`src/rtl/drs_pkg.sv`:
```
package drs_pkg;

  localparam int NUM_STAGES = 4;

  typedef enum logic [2:0] {
    S_OFF, S_WAIT, S_TRIM, S_BG, S_REF, S_BYP, S_RUN
  } seq_state_t;

  typedef enum logic [1:0] {
    C_IDLE, C_RAMP, C_UP
  } chan_state_t;

  typedef struct packed {
    logic trim;
    logic bg;
    logic refg;
    logic byp;
  } stage_drive_t;

  function automatic logic is_stage(seq_state_t s);
    return (s == S_TRIM) || (s == S_BG) || (s == S_REF) || (s == S_BYP);
  endfunction

  function automatic logic is_active(seq_state_t s);
    return is_stage(s) || (s == S_RUN);
  endfunction

  // Index of the ready flag that the current stage waits on.
  function automatic logic [1:0] stage_idx(seq_state_t s);
    case (s)
      S_BG:    return 2'd1;
      S_REF:   return 2'd2;
      S_BYP:   return 2'd3;
      default: return 2'd0;
    endcase
  endfunction

  function automatic stage_drive_t drive_of(seq_state_t s);
    stage_drive_t d;
    d.trim = (s == S_TRIM);
    d.bg   = (s == S_BG) || (s == S_REF) || (s == S_BYP) || (s == S_RUN);
    d.refg = (s == S_REF) || (s == S_BYP) || (s == S_RUN);
    d.byp  = (s == S_BYP);
    return d;
  endfunction

  // Channel 2 may begin only when channel 1 has no claim outstanding.
  function automatic logic ch2_clear(logic en1, chan_state_t c1);
    return !en1 || (c1 == C_UP);
  endfunction

endpackage

```
`src/rtl/drs_sync.sv`:
```
module drs_sync #(
  parameter int W      = 1,
  parameter int STAGES = 2
) (
  input  logic         clk,
  input  logic         rst_n,
  input  logic [W-1:0] d_i,
  output logic [W-1:0] q_o
);
  logic [STAGES-1:0][W-1:0] pipe;

  always_ff @(posedge clk or negedge rst_n) begin
    if (!rst_n) begin
      pipe <= '0;
    end else begin
      pipe[0] <= d_i;
      for (int k = 1; k < STAGES; k++) pipe[k] <= pipe[k-1];
    end
  end

  assign q_o = pipe[STAGES-1];
endmodule

```
`src/rtl/drs_timer.sv`:
```
module drs_timer #(
  parameter int LIMIT = 64
) (
  input  logic clk,
  input  logic rst_n,
  input  logic run_i,
  output logic expired_o
);
  localparam int CW = (LIMIT > 2) ? $clog2(LIMIT) : 1;
  localparam logic [CW-1:0] LAST = CW'(LIMIT - 1);

  logic [CW-1:0] cnt;

  always_ff @(posedge clk or negedge rst_n) begin
    if (!rst_n)            cnt <= '0;
    else if (!run_i)       cnt <= '0;
    else if (cnt != LAST)  cnt <= cnt + CW'(1);
  end

  assign expired_o = run_i && (cnt == LAST);
endmodule

```
`src/rtl/drs_seq_fsm.sv`:
```
module drs_seq_fsm
  import drs_pkg::*;
(
  input  logic                  clk,
  input  logic                  rst_n,
  input  logic                  en_any_i,
  input  logic                  uv_i,
  input  logic [NUM_STAGES-1:0] rdy_i,
  input  logic                  tmo_i,
  output seq_state_t            state_o,
  output logic                  fault_o,
  output logic                  wait_o,
  output logic                  active_o
);
  seq_state_t st, nx;
  logic flt, flt_nx;
  logic cur_rdy;

  assign cur_rdy  = rdy_i[stage_idx(st)];
  assign wait_o   = is_stage(st) && !cur_rdy;
  assign active_o = is_active(st);

  always_comb begin
    nx     = st;
    flt_nx = flt;
    if (!en_any_i) begin
      nx     = S_OFF;
      flt_nx = 1'b0;
    end else if (flt) begin
      nx = S_OFF;
    end else if (tmo_i) begin
      nx     = S_OFF;
      flt_nx = 1'b1;
    end else if (is_active(st) && !uv_i) begin
      nx = S_WAIT;
    end else begin
      case (st)
        S_OFF:   nx = S_WAIT;
        S_WAIT:  if (uv_i)    nx = S_TRIM;
        S_TRIM:  if (cur_rdy) nx = S_BG;
        S_BG:    if (cur_rdy) nx = S_REF;
        S_REF:   if (cur_rdy) nx = S_BYP;
        S_BYP:   if (cur_rdy) nx = S_RUN;
        S_RUN:   nx = S_RUN;
        default: nx = S_OFF;
      endcase
    end
  end

  always_ff @(posedge clk or negedge rst_n) begin
    if (!rst_n) begin
      st  <= S_OFF;
      flt <= 1'b0;
    end else begin
      st  <= nx;
      flt <= flt_nx;
    end
  end

  assign state_o = st;
  assign fault_o = flt;
endmodule

```
`src/rtl/drs_chan_arb.sv`:
```
module drs_chan_arb
  import drs_pkg::*;
(
  input  logic       clk,
  input  logic       rst_n,
  input  logic       run_i,
  input  logic [1:0] en_i,
  input  logic [1:0] reg_i,
  output logic [1:0] on_o,
  output logic [1:0] ramp_o,
  output logic [1:0] up_o,
  output logic [1:0] start_o
);
  localparam int NCH = 2;

  chan_state_t st [NCH];
  logic [NCH-1:0] go;

  always_comb begin
    go[0] = run_i && en_i[0] && (st[0] == C_IDLE);
    go[1] = run_i && en_i[1] && (st[1] == C_IDLE) && ch2_clear(en_i[0], st[0]);
  end

  always_ff @(posedge clk or negedge rst_n) begin
    if (!rst_n) begin
      for (int c = 0; c < NCH; c++) st[c] <= C_IDLE;
      start_o <= '0;
    end else begin
      start_o <= go;
      for (int c = 0; c < NCH; c++) begin
        if (!run_i || !en_i[c])                st[c] <= C_IDLE;
        else if (st[c] == C_IDLE && go[c])     st[c] <= C_RAMP;
        else if (st[c] == C_RAMP && reg_i[c])  st[c] <= C_UP;
      end
    end
  end

  for (genvar c = 0; c < NCH; c++) begin : g_flag
    assign on_o[c]   = (st[c] != C_IDLE);
    assign ramp_o[c] = (st[c] == C_RAMP);
    assign up_o[c]   = (st[c] == C_UP);
  end
endmodule

```
`src/rtl/dual_rail_seq.sv`:
```
module dual_rail_seq
  import drs_pkg::*;
#(
  parameter int TMO_CYCLES  = 64,
  parameter int SYNC_STAGES = 2
) (
  input  logic       clk,
  input  logic       rst_n,
  input  logic [1:0] ch_en_i,
  input  logic       supply_ok_i,
  input  logic       trim_done_i,
  input  logic       bg_ready_i,
  input  logic       ref_ready_i,
  input  logic       byp_ready_i,
  input  logic [1:0] ch_reg_i,
  output logic       trim_load_o,
  output logic       bgap_on_o,
  output logic       vref_on_o,
  output logic       byp_fast_o,
  output logic [1:0] ch_on_o,
  output logic [1:0] ch_start_o,
  output logic       fault_o
);
  localparam int NCH   = 2;
  localparam int NSYNC = NCH + 1;
  localparam int NTMR  = NCH + 1;

  // Synchronized inputs
  logic [NSYNC-1:0] raw_in, synced;
  logic [NCH-1:0]   en_s;
  logic             uv_s, en_any;

  assign raw_in = {supply_ok_i, ch_en_i};

  drs_sync #(.W(NSYNC), .STAGES(SYNC_STAGES)) u_sync (
    .clk   (clk),
    .rst_n (rst_n),
    .d_i   (raw_in),
    .q_o   (synced)
  );

  assign en_s   = synced[NCH-1:0];
  assign uv_s   = synced[NCH];
  assign en_any = |en_s;

  // Named internal events
  seq_state_t     state;
  logic           stage_wait, seq_active, tmo_any, arb_run, fault;
  logic [NCH-1:0] ch_ramp, ch_up, ch_on, ch_start;
  logic [NTMR-1:0] tmr_run, tmr_exp;
  logic [NUM_STAGES-1:0] rdy_vec;

  assign rdy_vec = {byp_ready_i, ref_ready_i, bg_ready_i, trim_done_i};

  // Timer 0 guards the stage waits, timers 1..NCH guard the channel ramps.
  assign tmr_run = {ch_ramp, stage_wait};

  for (genvar t = 0; t < NTMR; t++) begin : g_tmr
    drs_timer #(.LIMIT(TMO_CYCLES)) u_tmr (
      .clk       (clk),
      .rst_n     (rst_n),
      .run_i     (tmr_run[t]),
      .expired_o (tmr_exp[t])
    );
  end

  assign tmo_any = |tmr_exp;

  drs_seq_fsm u_fsm (
    .clk      (clk),
    .rst_n    (rst_n),
    .en_any_i (en_any),
    .uv_i     (uv_s),
    .rdy_i    (rdy_vec),
    .tmo_i    (tmo_any),
    .state_o  (state),
    .fault_o  (fault),
    .wait_o   (stage_wait),
    .active_o (seq_active)
  );

  assign arb_run = (state == S_RUN) && uv_s && !tmo_any;

  drs_chan_arb u_arb (
    .clk     (clk),
    .rst_n   (rst_n),
    .run_i   (arb_run),
    .en_i    (en_s),
    .reg_i   (ch_reg_i),
    .on_o    (ch_on),
    .ramp_o  (ch_ramp),
    .up_o    (ch_up),
    .start_o (ch_start)
  );

  stage_drive_t drv;
  assign drv = drive_of(state);

  assign trim_load_o = drv.trim;
  assign bgap_on_o   = drv.bg;
  assign vref_on_o   = drv.refg;
  assign byp_fast_o  = drv.byp;
  assign ch_on_o     = ch_on;
  assign ch_start_o  = ch_start;
  assign fault_o     = fault;
endmodule

```
`config.mk`:
```
export PLATFORM = sky130hd
export DESIGN_NAME = dual_rail_seq
export DESIGN_NICKNAME = d
export VERILOG_FILES = /design/src/rtl/drs_pkg.sv /design/src/rtl/drs_sync.sv /design/src/rtl/drs_timer.sv /design/src/rtl/drs_seq_fsm.sv /design/src/rtl/drs_chan_arb.sv /design/src/rtl/dual_rail_seq.sv
export SDC_FILE = /design/constraint.sdc
export NUM_CORES = 1
export LEC_CHECK = 0
export BUFFER_PORTS_ARGS = -buffer_cell sky130_fd_sc_hd__clkbuf_2
export CAP_MARGIN = 15
export CORE_UTILIZATION = 51
export CTS_BUF_LIST = sky130_fd_sc_hd__clkbuf_16
export DETAILED_ROUTE_END_ITERATION = 16
export GPL_TIMING_DRIVEN = 0
export PLACE_DENSITY = 0.74
export SETUP_SLACK_MARGIN = 0.02
export SYNTH_ARGS = -nofsm -noshare
export SYNTH_HDL_FRONTEND = slang
export SYNTH_SLANG_ARGS = --single-unit
```
`constraint.sdc`:
```
create_clock -name clk -period 1.8 [get_ports clk]
set_clock_uncertainty 0.05 [all_clocks]
set_input_delay 0.09 -clock clk [delete_from_list [all_inputs] [get_ports clk]]
set_output_delay 0.09 -clock clk [all_outputs]
set_load 0.05 [all_outputs]
```
After elaboration in Yosys (flattened, before gate mapping)
Cells that the tools add are included.
- $add $sub $neg: 3
- $lt $le $gt $ge: 1
- eq/ne operators: 23
- muxes and demuxes: 28
- reduce and logical (&&, ||, !) cells: 44
- operators with widths (kind ; count):
    inequality test 6 bit (second input constant) ; 8
    2-to-1 mux 6 bit ; 6
    2-to-1 mux 3 bit ; 9
    case mux 3 bit (7 select lines) ; 1
    adder 6 x 1 -> 6 bit (second input constant) ; 3
    equality test 6 bit (second input constant) ; 3
    logical AND 1 bit ; 16
    logical OR 1 bit ; 12
    2-to-1 mux 2 bit ; 6
    equality test 3 bit (second input constant) ; 3
    equality test 3 x 2 -> 1 bit (second input constant) ; 2
    zero test 1 bit ; 6
    inequality test 2 bit (second input constant) ; 3
    case mux 2 bit (3 select lines) ; 1
    nonzero test 3 bit ; 2
    AND reduction 5 bit ; 1
    equality test 2 x 1 -> 1 bit (second input constant) ; 2
    zero test 2 bit ; 2
    2-to-1 mux 1 bit ; 4
    nonzero test 2 bit ; 2
    equality test 3 x 1 -> 1 bit (second input constant) ; 1
    zero test 3 bit ; 1
    < comparator 2 x 3 -> 1 bit (second input constant) ; 1
    OR reduction 3 bit ; 1
    other kinds (3) ; 3
- register bits after elaboration: 34
- input port bits: 11
- word-level logic and storage cells: 109

Logic depth before layout (Yosys ltp)
Gate-level depths: netlist of run 1.
- depth in word-level cells: 16
- gate-level depth with buffers: 6
- mapped depth without buffers: 6

Hierarchy
Synthesis of run 1 repeated with hierarchy kept, for this count alone.
- cells, all modules: 182
- area, all modules: 1841.8 sq um
- by module, submodules not included (module ; times used ; cells an instance ; area each (sq um)):
    drs_timer ; 3 ; 30 ; 311.5
    drs_seq_fsm ; 1 ; 45 ; 389.1
    drs_chan_arb ; 1 ; 28 ; 279.0
    drs_sync ; 1 ; 9 ; 172.7
    dual_rail_seq ; 1 ; 10 ; 66.3

Worst setup path after synthesis of run 1
OpenSTA, ideal clock, no wires.
- path kind: reg2reg
- from: register u_fsm.st[0], in the netlist u_fsm.state_o[0]
- to: register u_fsm.st[2], in the netlist u_fsm.state_o[2]
- setup time: 82 ps
- arrival: 1802 ps
- path slack: -134 ps
- stages on the path, launching flop included: 5
- buffers on the path: 1
- cell sequence: dfrtp_1 dlygate4sd1_1 a21oi_1 a31oi_1 nor3_2
- word-level cells in the longest chain between the ends: 11
- elaborated cells on any way between the ends: 30
- those cells by class: 11 x eq/ne; 8 x mux; 11 x reduce/logical
- RTL lines (element ; line ; source):
    start: declaration ; drs_seq_fsm.sv:15 ; seq_state_t st, nx;
    start signal: assignment ; drs_seq_fsm.sv:55 ; st <= nx;
    branches (longest 11 deep; another with inequality test 6 bit) ; - ;
Several ways; the timed one is not identified. The select of a mux whose other input is x is not followed.
A chain may end at the register's enable or synchronous reset.

Final worst setup path of run 1
- from: register g_tmr[1].u_tmr.cnt[0]
- to: register u_fsm.st[2], in the netlist u_fsm.state_o[2]
- word-level cells in the longest chain between the ends: 6
- elaborated cells on any way between the ends: 12
- those cells by class: 6 x eq/ne; 3 x mux; 3 x reduce/logical
- RTL lines (element ; line ; source):
    start: declaration ; drs_timer.sv:12 ; logic [CW-1:0] cnt;
    start signal: assignment ; drs_timer.sv:17 ; else if (cnt != LAST) cnt <= cnt + CW'(1);
    equality test 6 bit (*) ; drs_timer.sv:20 ; assign expired_o = run_i && (cnt == LAST);
    logical AND 1 bit (*) ; drs_timer.sv:20 ;
    OR reduction 3 bit (*) ; dual_rail_seq.sv:67 ; assign tmo_any = |tmr_exp;
    branches (longest 3 deep; another with inequality test 6 bit) ; - ;
Mark *: on every way between the ends.

==> results.yml, run 1 <==
detailed_routing:
  ant_nets: 0
  viasPerCell: 5.56
  drtIter0Drc: 48
  first_pass_iters: 4
  route.detailed.drc: 0
  wirelength_um: 3180
  wire_per_inst_um: 13.5
  dr_total_vias: 1306
placed_design:
  port_buffers: 19
  dpl.hpwl_um: 2150
  dp_slack_ns: -0.128
  gp_congestion: 0.764
  dpl-instance-area_sq_mm: 0.00177
sta:
  slew_viol_final: 0
  period_needed_ns: 1.71
  min_period_over_period: 0.948
  layout_setup_ws_ns: 0.0942
  hold_viol_final: 0
  finalSetupViolations: 0
  maxSlewHeadroom: 0.456
  worst_pin_slew_ns: 0.816
  fmax_mhz: 586
  rsz0062_at_grt: "false"
synth:
  syn_inst: 155
  synth_seq_cells: 34
  syn_area_sq_mm: 0.00161
  synthTopCellsByCount: "dfrtp_1, nor2_1, o21ai_0"
  ys_top_cells_by_area: "dfrtp_1, o21ai_0, a31oi_1"
  async_flop_share: 1.00
  synth_top_area_frac: 0.529
  synth_edf_count: 0
  synth_cell_types: 35
  yosysSeqAreaShare: 0.529
  synthFlopType: "dfrtp_1"
  synth.avg_cell_area_sq_um: 10.4
  yosys.area.top_type: "dfrtp_1"
  synth.most_common_cell: "dfrtp_1"
  yosysWarnings: 0
  synth_nets: 169
job:
  drv_cap: 0
setup_path:
  cp-start-kind: "flip-flop"
  crit_path_max_fanout: 6
  crit_type: "reg2reg"
  cp.required_ns: 1.95
  arrival_ns: 1.85
  rr_startpoint: "g_tmr[1].u_tmr.cnt[0]"
  r2r_cells: 5
  r2r_slack_ns: 0.09
  worstSetupEndpointType: "flip-flop"
  worstReg2RegEnd: "u_fsm.state_o[2]"
global_route:
  grt_overflow_total: 0
  grt_pass1_vias: 1262
  antenna_found_initial: 0
  grtUsageTotal: 0.216
  grt_pass1_wl_um: 5420
  grt_max_degree: 35
floorplan:
  io_pins: 20
  num_rows: 20
  die_y_um: 58.2
  die_w_um: 58.2
  die_area_sq_mm: 0.00338
  start_util: 0.531
  core_area_sq_mm: 0.00303
clock_network:
  cts_tree: "done"
  clock_insertion_delay_worst_skew_ns: 0.27
  cts_buffer_depth: 2
  numCtsBuffers: 5
  h-tree-depth: 2
  cts.clk_slew.worst_paths_ns: 0.05
  cts-root-buf: "clkbuf_16"
  clock-sinks: 34
outcome:
  status: "complete, no violations"
power:
  combPwrFrac: 0.215
  clockPowerShare: 0.369
  ir_drop_v: 0.000766
  p_seq_frac: 0.416
  switching_share: 0.290
  p_leak_nw: 0.956
  p_sw_uw: 603
  power_density_mw_per_mm2: 1020
  p_int_mw: 1.47
finish:
  num_antenna_cells: 0
  syn2layout_area_growth_pct: 27.0
  drive_gt1_frac: 0.267
  multi_input_area_sq_um: 792
  nFillCells: 251
  nets: 205
  stdcell_area_sq_mm: 0.00204
  regArea_sq_um: 852
min_path:
  worstHoldStart: "ch_reg_i[0]"
  holdPathStages: 3
  hold_path.class: "in2reg"
  holdPathEnd: "u_arb.st[3]"
==> worst max-delay path: stages, from the launching register on <==
cell	delay [ns]
dfrtp_1	0.42
ha_1	0.30
nand3_2	0.17
o22ai_1	0.13
or3_4	0.39
nor3_2	0.17
==> flip-flops by register name, summed over array words and instances, names as in the netlist <==
| register | count |
|---|---|
| u_arb.start_o | 2 |
| u_fsm.fault_o | 1 |
| u_sync.q_o | 3 |
| u_fsm.state_o | 3 |
| u_sync.pipe | 3 |
| g_tmr.u_tmr.cnt | 18 |
| u_arb.st | 4 |
==> cell usage in the layout, fill, tap and decap left out, types with 2 or more instances in the layout <==
cell and instances:
o22ai_1 2, nand3_1 6, nand3_4 2, dfrtp_1 33, clkbuf_2 19, nor3b_1 5, xnor2_1 3, and2_1 2
a21oi_1 7, nor3_2 2, o21ai_0 12, inv_1 5, mux2i_1 5, nor2b_1 6, buf_2 2, nor2_1 15
and3_1 4, or2_2 2, dlygate4sd3_1 5, a31oi_1 9, nand2_1 7, clkbuf_16 5, and3_4 2, nor3_1 5
buf_4 6
==> power by group through the flow <==
stage	clock, mW	sequential (mW)	combinational [mW]
2_1_floorplan	0	0.847	0.336
3_3_place_gp	0	0.853	0.410
3_5_place_dp	0	0.860	0.426
4_1_cts	0.777	0.862	0.424
5_1_grt	0.819	0.870	0.484
6_report	0.766	0.865	0.447
==> cell families (layout without fill, tap and decap cells) <==
| group | after synthesis | count (layout) | share of synthesized area |
|---|---|---|---|
| AOI/OAI and AO/OA | 38 | 38 | 0.149 |
| and+or+nand+nor | 65 | 65 | 0.229 |
| adders and majority gates | 3 | 3 | 0.0233 |
| muxes | 5 | 5 | 0.0311 |
| buffers and inverters | 6 | 42 | 0.0171 |
| DFF | 34 | 34 | 0.529 |
| xor gates and xnor gates | 4 | 4 | 0.0218 |
==> per-layer routing <==
metal,global-route usage,up-vias,wire length [um]
met1,0.249,623,1390
met4,0.0952,0,44
li1,-,638,-
met3,0.0759,7,173
met2,0.363,38,1570
met5,0,-,0
==> stage by stage <==
step                cells  hold slack, ns   util  TNS (ns)  total power [mW]
floorplan             155          -0.256      -         0              1.18
global placement      218           0.148  0.585    -0.341              1.26
detailed placement    218           0.150  0.585    -0.508              1.29
CTS                   229          0.0478  0.653         0              2.06
global route          235          0.0583  0.675         0              2.17
finish                235          0.0479  0.675         0              2.08
==> final cells by class <==
class                   count  area share
plain buffers               2     0.00490
clock buffers               5      0.0612
clock inverters             2     0.00367
inverters                   3     0.00551
multi-input cells         115       0.388
flip-flops and latches     34       0.417
well taps                  44      0.0269
repair buffers             30      0.0931
==> worst max-delay path by stage <==
stage	to	depth (start not counted)	startpoint	slack, ns
finish	u_fsm.state_o[2]	5	g_tmr[1].u_tmr.cnt[0]	0.09
CTS	bgap_on_o	4	u_fsm.state_o[0]	0.02
global route	u_fsm.state_o[2]	5	g_tmr[1].u_tmr.cnt[0]	0.03
floorplan	u_fsm.state_o[1]	6	g_tmr[2].u_tmr.cnt[0]	0.03
global placement	u_fsm.state_o[2]	6	g_tmr[2].u_tmr.cnt[0]	-0.1
detailed placement	u_fsm.state_o[2]	6	g_tmr[2].u_tmr.cnt[0]	-0.13
==> what timing repair did <==
action,4_1_cts,5_1_grt
endpoints found under the hold margin,38,0
pin swaps,0,3
setup buffers,0,6
endpoints found under the setup margin,8,7
gates resized for setup,6,11
hold buffers,5,0
Note: power is estimated with default switching activity, not from simulation.
==> run 2: changes to the inputs <==
--- a/config.mk
+++ b/config.mk
@@ -12,6 +12,7 @@
 export DETAILED_ROUTE_END_ITERATION = 16
 export GPL_TIMING_DRIVEN = 0
 export PLACE_DENSITY = 0.74
+export RECOVER_POWER = 25
 export SETUP_SLACK_MARGIN = 0.02
 export SYNTH_ARGS = -nofsm -noshare
 export SYNTH_HDL_FRONTEND = slang
==> run 2 against run 1 <==
  * Final cell count unchanged
  * Sequential cell count unchanged
  * Worst setup slack improved by 0.0082 ns
  * Die area unchanged
  * Maximum frequency increased by 0.49%
  * Non-clock buffer count unchanged
  * Cell area decreased by 0.18%
  * First-iteration DRC count increased by 2.1%
  * Global-route usage unchanged
  * Core utilization decreased by 0.12 points
  * Critical endpoint unchanged
  * Highest routed layer unchanged
==> results.yml, run 2 (synthesis results as in run 1) <==
outcome:
  status: "complete, no violations"
sta:
  maxSlewHeadroom: 0.456
  fin_hold_ws_ns: 0.0515
  slew_viol_final: 0
  rsz0062_at_grt: "false"
  hold_viol_final: 0
  min_period_over_period: 0.943
  finalSetupViolations: 0
  fmax_mhz: 589
  worst_pin_slew_ns: 0.817
  period_needed_ns: 1.70
finish:
  syn2layout_area_growth_pct: 26.7
  final_common_cell: "dfrtp_1"
  fin_util: 0.674
  drive_gt1_frac: 0.251
  reg_top3: "g_tmr.u_tmr.cnt (18), u_arb.st (4)"
  largest_register: "g_tmr.u_tmr.cnt"
  final_cell_mix: "dfrtp_1, clkbuf_2, nor2_1"
  num_antenna_cells: 0
  nets: 205
  largest_reg_flops: 18
detailed_routing:
  first_pass_iters: 4
  viasPerCell: 5.55
  wire_per_inst_um: 13.4
  dr_total_vias: 1305
  highest_layer: "met4"
  ant_nets: 0
  drt-met1-wl_um: 1380
  drtIter0Drc: 49
  route.detailed.drc: 0
  met3_length_um: 167
  wirelength_um: 3160
  route.met2.wl_um: 1550
power:
  p_sw_uw: 603
  p_seq_frac: 0.416
  clockPowerShare: 0.369
  finalPower_mw: 2.08
  p_leak_nw: 0.946
  switching_share: 0.290
  p_int_mw: 1.47
  power_density_mw_per_mm2: 1020
  ir_drop_v: 0.000766
  combPwrFrac: 0.215
clock_network:
  h-tree-depth: 2
  cts_buffer_depth: 2
  numCtsBuffers: 5
  cts-root-buf: "clkbuf_16"
  clock_insertion_delay_worst_skew_ns: 0.27
  clock-sinks: 34
  cts_tree: "done"
  cts.clk_slew.worst_paths_ns: 0.05
global_route:
  grt_pass1_wl_um: 5420
  grt_max_degree: 35
  antenna_found_initial: 0
  grt_overflow_total: 0
  grtUsageTotal: 0.216
  grt_pass1_vias: 1262
floorplan:
  io_pins: 20
  start_util: 0.531
  die_y_um: 58.2
  die_w_um: 58.2
  core_area_sq_mm: 0.00303
  die_area_sq_mm: 0.00338
  num_rows: 20
setup_path:
  crit_path_max_fanout: 4
  arrival_ns: 1.84
  cp-start-kind: "flip-flop"
  cp.required_ns: 1.94
  critPathSlowestCell: "dfrtp_1"
  worstSetupEndpointType: "flip-flop"
  crit_type: "reg2reg"
  cpPeakStageDelay_ns: 0.42
  crit_chain: "ha_4, and3_4, nand3_4, o22ai_1, or3_4, nor3_2"
  cp.buffers_inverters: 0
  path_delay_family: "simple AND/OR/NAND/NOR gates"
placed_design:
  dpl.hpwl_um: 2150
  port_buffers: 19
  gp_congestion: 0.764
min_path:
  hold_path.class: "in2reg"
job:
  drv_cap: 0
run 2: changes by cell type in the layout (fill, tap and decap cells not counted):
cell,delta
clkbuf_1,+3
clkbuf_2,-3
run 2: metrics by stage:
step                      worst slack, ns  setup TNS (ns)  cells  area (sq um)
after floorplan                    0.0301               0    155          1620
after global placement            -0.0987          -0.341    218          1770
after detailed placement           -0.128          -0.508    218          1770
after CTS                          0.0209               0    229          1980
after global routing               0.0327               0    235          2040
final                               0.102               0    235          2040
run 2: worst reg2reg max path: stages (launching register included):
cell and delay [ns]:
dfrtp_1 0.42, ha_4 0.19, and3_4 0.20, nand3_4 0.10
o22ai_1 0.11, or3_4 0.38, nor3_2 0.17
run 2: cell type report:
type | instances | area, sq um
fill | 252 | 988
sequential | 34 | 852
multi-input combinational | 115 | 792
timing repair buffer | 30 | 186
clock buffer | 5 | 125
tap | 44 | 55.1
inverter | 3 | 11.3
buffer | 2 | 10.0
clock inverter | 2 | 7.51
run 2: worst paths after layout:
kind | from | endpoint | slack [ns] | cells past startpoint
setup reg to reg | g_tmr[2].u_tmr.cnt[0] | u_fsm.state_o[2] | 0.10 | 6
min in group asynchronous | rst_n | g_tmr[0].u_tmr.cnt[4] | 0.39 | 2
hold reg to reg | u_sync.pipe[2] | u_sync.q_o[2] | 0.29 | 0
max in group asynchronous | rst_n | u_fsm.state_o[2] | 0.75 | 2
setup / recovery | g_tmr[2].u_tmr.cnt[0] | u_fsm.state_o[2] | 0.10 | 6
hold / removal | ch_reg_i[0] | u_arb.st[3] | 0.05 | 3
run 2: power groups by stage:
stage               Clock [mW]  Sequential (mW)  Combinational [mW]
floorplan                    0            0.847               0.336
global placement             0            0.853               0.410
detailed placement           0            0.860               0.426
CTS                      0.777            0.862               0.424
global route             0.819            0.870               0.484
finish                   0.766            0.865               0.447
run 2: what timing repair did:
item                                   4_1_cts  5_1_grt
hold buffers                                 5        0
endpoints found under the hold margin       38        0
setup buffers                                0        6
pin swaps                                    0        3
resized for setup                            6       11
setup endpoints to repair                    8        7
run 2: per-layer routing:
| metal | up-vias | GRT usage |
|---|---|---|
| met2 | 36 | 0.363 |
| met3 | 8 | 0.0759 |
| met1 | 623 | 0.249 |
| met5 | - | 0 |
| li1 | 638 | - |
| met4 | 0 | 0.0952 |
==> run 3: changes to the inputs <==
--- a/config.mk
+++ b/config.mk
@@ -5,13 +5,14 @@
 export SDC_FILE = /design/constraint.sdc
 export NUM_CORES = 1
 export LEC_CHECK = 0
-export BUFFER_PORTS_ARGS = -buffer_cell sky130_fd_sc_hd__clkbuf_2
 export CAP_MARGIN = 15
-export CORE_UTILIZATION = 51
+export CORE_UTILIZATION = 55
 export CTS_BUF_LIST = sky130_fd_sc_hd__clkbuf_16
 export DETAILED_ROUTE_END_ITERATION = 16
+export DONT_BUFFER_PORTS = 1
+export GPL_ROUTABILITY_DRIVEN = 0
 export GPL_TIMING_DRIVEN = 0
-export PLACE_DENSITY = 0.74
+export PLACE_DENSITY = 0.73
 export RECOVER_POWER = 25
 export SETUP_SLACK_MARGIN = 0.02
 export SYNTH_ARGS = -nofsm -noshare
==> run 3 against run 2 <==
  * Count of clock-buffer cells in the layout did not move
  * Maximum frequency decreased by 0.60%
  * Core utilization grew 4.7 points
  * Combinational power up 4%
  * Sequential share of layout area grew 1.0 points
  * Die area is 7.0% lower
  * Critical endpoint unchanged
  * Wire length up 4.0%
  * Register-to-register slack barely moved
  * Critical path depth unchanged
  * Worst hold slack gained 0.084 ns
  * Total power rose by 15%
  * Highest routed layer unchanged
==> results.yml, run 3 (synthesis results as in run 1) <==
outcome:
  status: "complete, no violations"
finish:
  num_antenna_cells: 0
  stdcell_area_sq_mm: 0.00199
  largest_reg_flops: 18
  largest_register: "g_tmr.u_tmr.cnt"
  final_cell_mix: "dfrtp_1, nor2_1, o21ai_0"
  reg_top3: "g_tmr.u_tmr.cnt (18), u_arb.st (4)"
  syn2layout_area_growth_pct: 23.5
  drive_gt1_frac: 0.192
  regArea_sq_um: 851
  multi_input_area_sq_um: 800
  final_common_cell: "dfrtp_1"
  nets: 185
  nFillCells: 189
detailed_routing:
  wire_per_inst_um: 16.2
  route.detailed.drc: 0
  ant_nets: 0
  wirelength_um: 3290
  viasPerCell: 6.27
  first_pass_iters: 4
  dr_total_vias: 1272
  drtIter0Drc: 57
sta:
  min_period_over_period: 0.949
  finalSetupViolations: 0
  layout_setup_ws_ns: 0.0921
  slew_viol_final: 0
  fmax_mhz: 586
  worst_pin_slew_ns: 0.823
  rsz0062_at_grt: "true"
  hold_viol_final: 0
  period_needed_ns: 1.71
  maxSlewHeadroom: 0.452
floorplan:
  io_pins: 20
  die_w_um: 56.1
  die_y_um: 56.1
  die_area_sq_mm: 0.00315
  core_area_sq_mm: 0.00276
  num_rows: 19
  start_util: 0.583
placed_design:
  port_buffers: 0
  dpl.hpwl_um: 2090
  dp_slack_ns: -0.141
  dpl-instance-area_sq_mm: 0.00166
setup_path:
  critPathSlowestCell: "dfrtp_1"
  cpPeakStageDelay_ns: 0.40
  worstSetupEndpointType: "flip-flop"
  crit_path_max_fanout: 6
  crit_chain: "ha_2, and3_4, nand3_4, o22ai_1, or3_4, nor3_2"
  cp.required_ns: 1.95
  cp-start-kind: "flip-flop"
  crit_type: "reg2reg"
  arrival_ns: 1.85
global_route:
  grt_max_degree: 35
  grt_pass1_vias: 1275
  busiest_layer: "met2"
  grt.met1_usage: 0.306
  grtUsageMet3: 0.0977
  grt_overflow_total: 0
  grtUsageMet2: 0.383
  antenna_found_initial: 0
  grt_pass1_wl_um: 5690
  grtUsageTotal: 0.244
clock_network:
  h-tree-depth: 2
  numCtsBuffers: 5
  cts_buffer_depth: 2
  cts.clk_slew.worst_paths_ns: 0.05
  clock-sinks: 34
  clock_insertion_delay_worst_skew_ns: 0.27
  cts-root-buf: "clkbuf_16"
  cts_tree: "done"
power:
  ir_drop_v: 0.00112
  power_density_mw_per_mm2: 1210
  p_leak_nw: 0.892
min_path:
  hold_path.class: "in2reg"
job:
  drv_cap: 0
==> run 3: cell count changes in the layout (fill, tap and decap cells not counted), moves of 2 or more <==
cell / previous run / this run
buf_4: 6 / 3
inv_1: 5 / 3
clkbuf_1: 3 / 0
clkbuf_2: 16 / 2
bufinv_16: 0 / 2
==> run 3: worst paths after layout <==
path	from	endpoint	slack, ns	depth (start not counted)
setup / recovery	g_tmr[2].u_tmr.cnt[0]	u_fsm.state_o[2]	0.09	6
hold / removal	bg_ready_i	u_fsm.state_o[1]	0.14	3
setup reg to reg	g_tmr[2].u_tmr.cnt[0]	u_fsm.state_o[2]	0.09	6
hold reg to reg	u_sync.pipe[0]	u_sync.q_o[0]	0.31	0
max in group asynchronous	rst_n	g_tmr[0].u_tmr.cnt[5]	0.78	2
min in group asynchronous	rst_n	u_fsm.state_o[1]	0.41	2
==> run 3: timing repair <==
action | in CTS | in global routing
hold buffers | 7 | 0
endpoints found under the setup margin | 10 | 8
gates resized for setup | 10 | 11
pin swaps | 1 | 2
setup buffers | 1 | 1
endpoints found under the hold margin | 41 | 0
==> run 3: critical path: cells and delay by family (launching register included) <==
kind	cells	cell delay, ns
AOI/OAI and AO/OA	1	0.09
adders and majority gates	1	0.21
DFF	1	0.40
and+or+nand+nor	4	0.87
==> run 3: metal layers <==
| layer | wire [um] | up-vias |
|---|---|---|
| met5 | 0 | - |
| met4 | 40 | 0 |
| met3 | 163 | 5 |
| met2 | 1630 | 35 |
| met1 | 1450 | 629 |
| li1 | - | 603 |
==> run 3: area by class of cell <==
type / instances / area share
flip-flops and latches: 34 / 0.428
clock inverters: 3 / 0.0321
plain buffers: 3 / 0.00882
inverters: 3 / 0.00567
well taps: 31 / 0.0195
repair buffers: 9 / 0.0403
multi-input cells: 115 / 0.402
clock buffers: 5 / 0.0630
==> run 3: through the flow <==
stage	power, mW	TNS (ns)	cells	hold slack, ns	util
after floorplan	1.18	0	155	-0.256	-
after global placement	1.22	-0.322	186	-0.255	0.602
after detailed placement	1.24	-0.569	186	-0.254	0.602
after CTS	2.40	0	202	0.126	0.718
after global routing	2.49	0	203	0.183	0.721
final	2.39	0	203	0.135	0.721
==> run 3: report_power, final <==
part           internal [mW]  total, mW  switching, mW
sequential             0.804      0.848         0.0436
combinational          0.168      0.464          0.296
clock                  0.787       1.08          0.296
total                   1.76       2.39          0.635
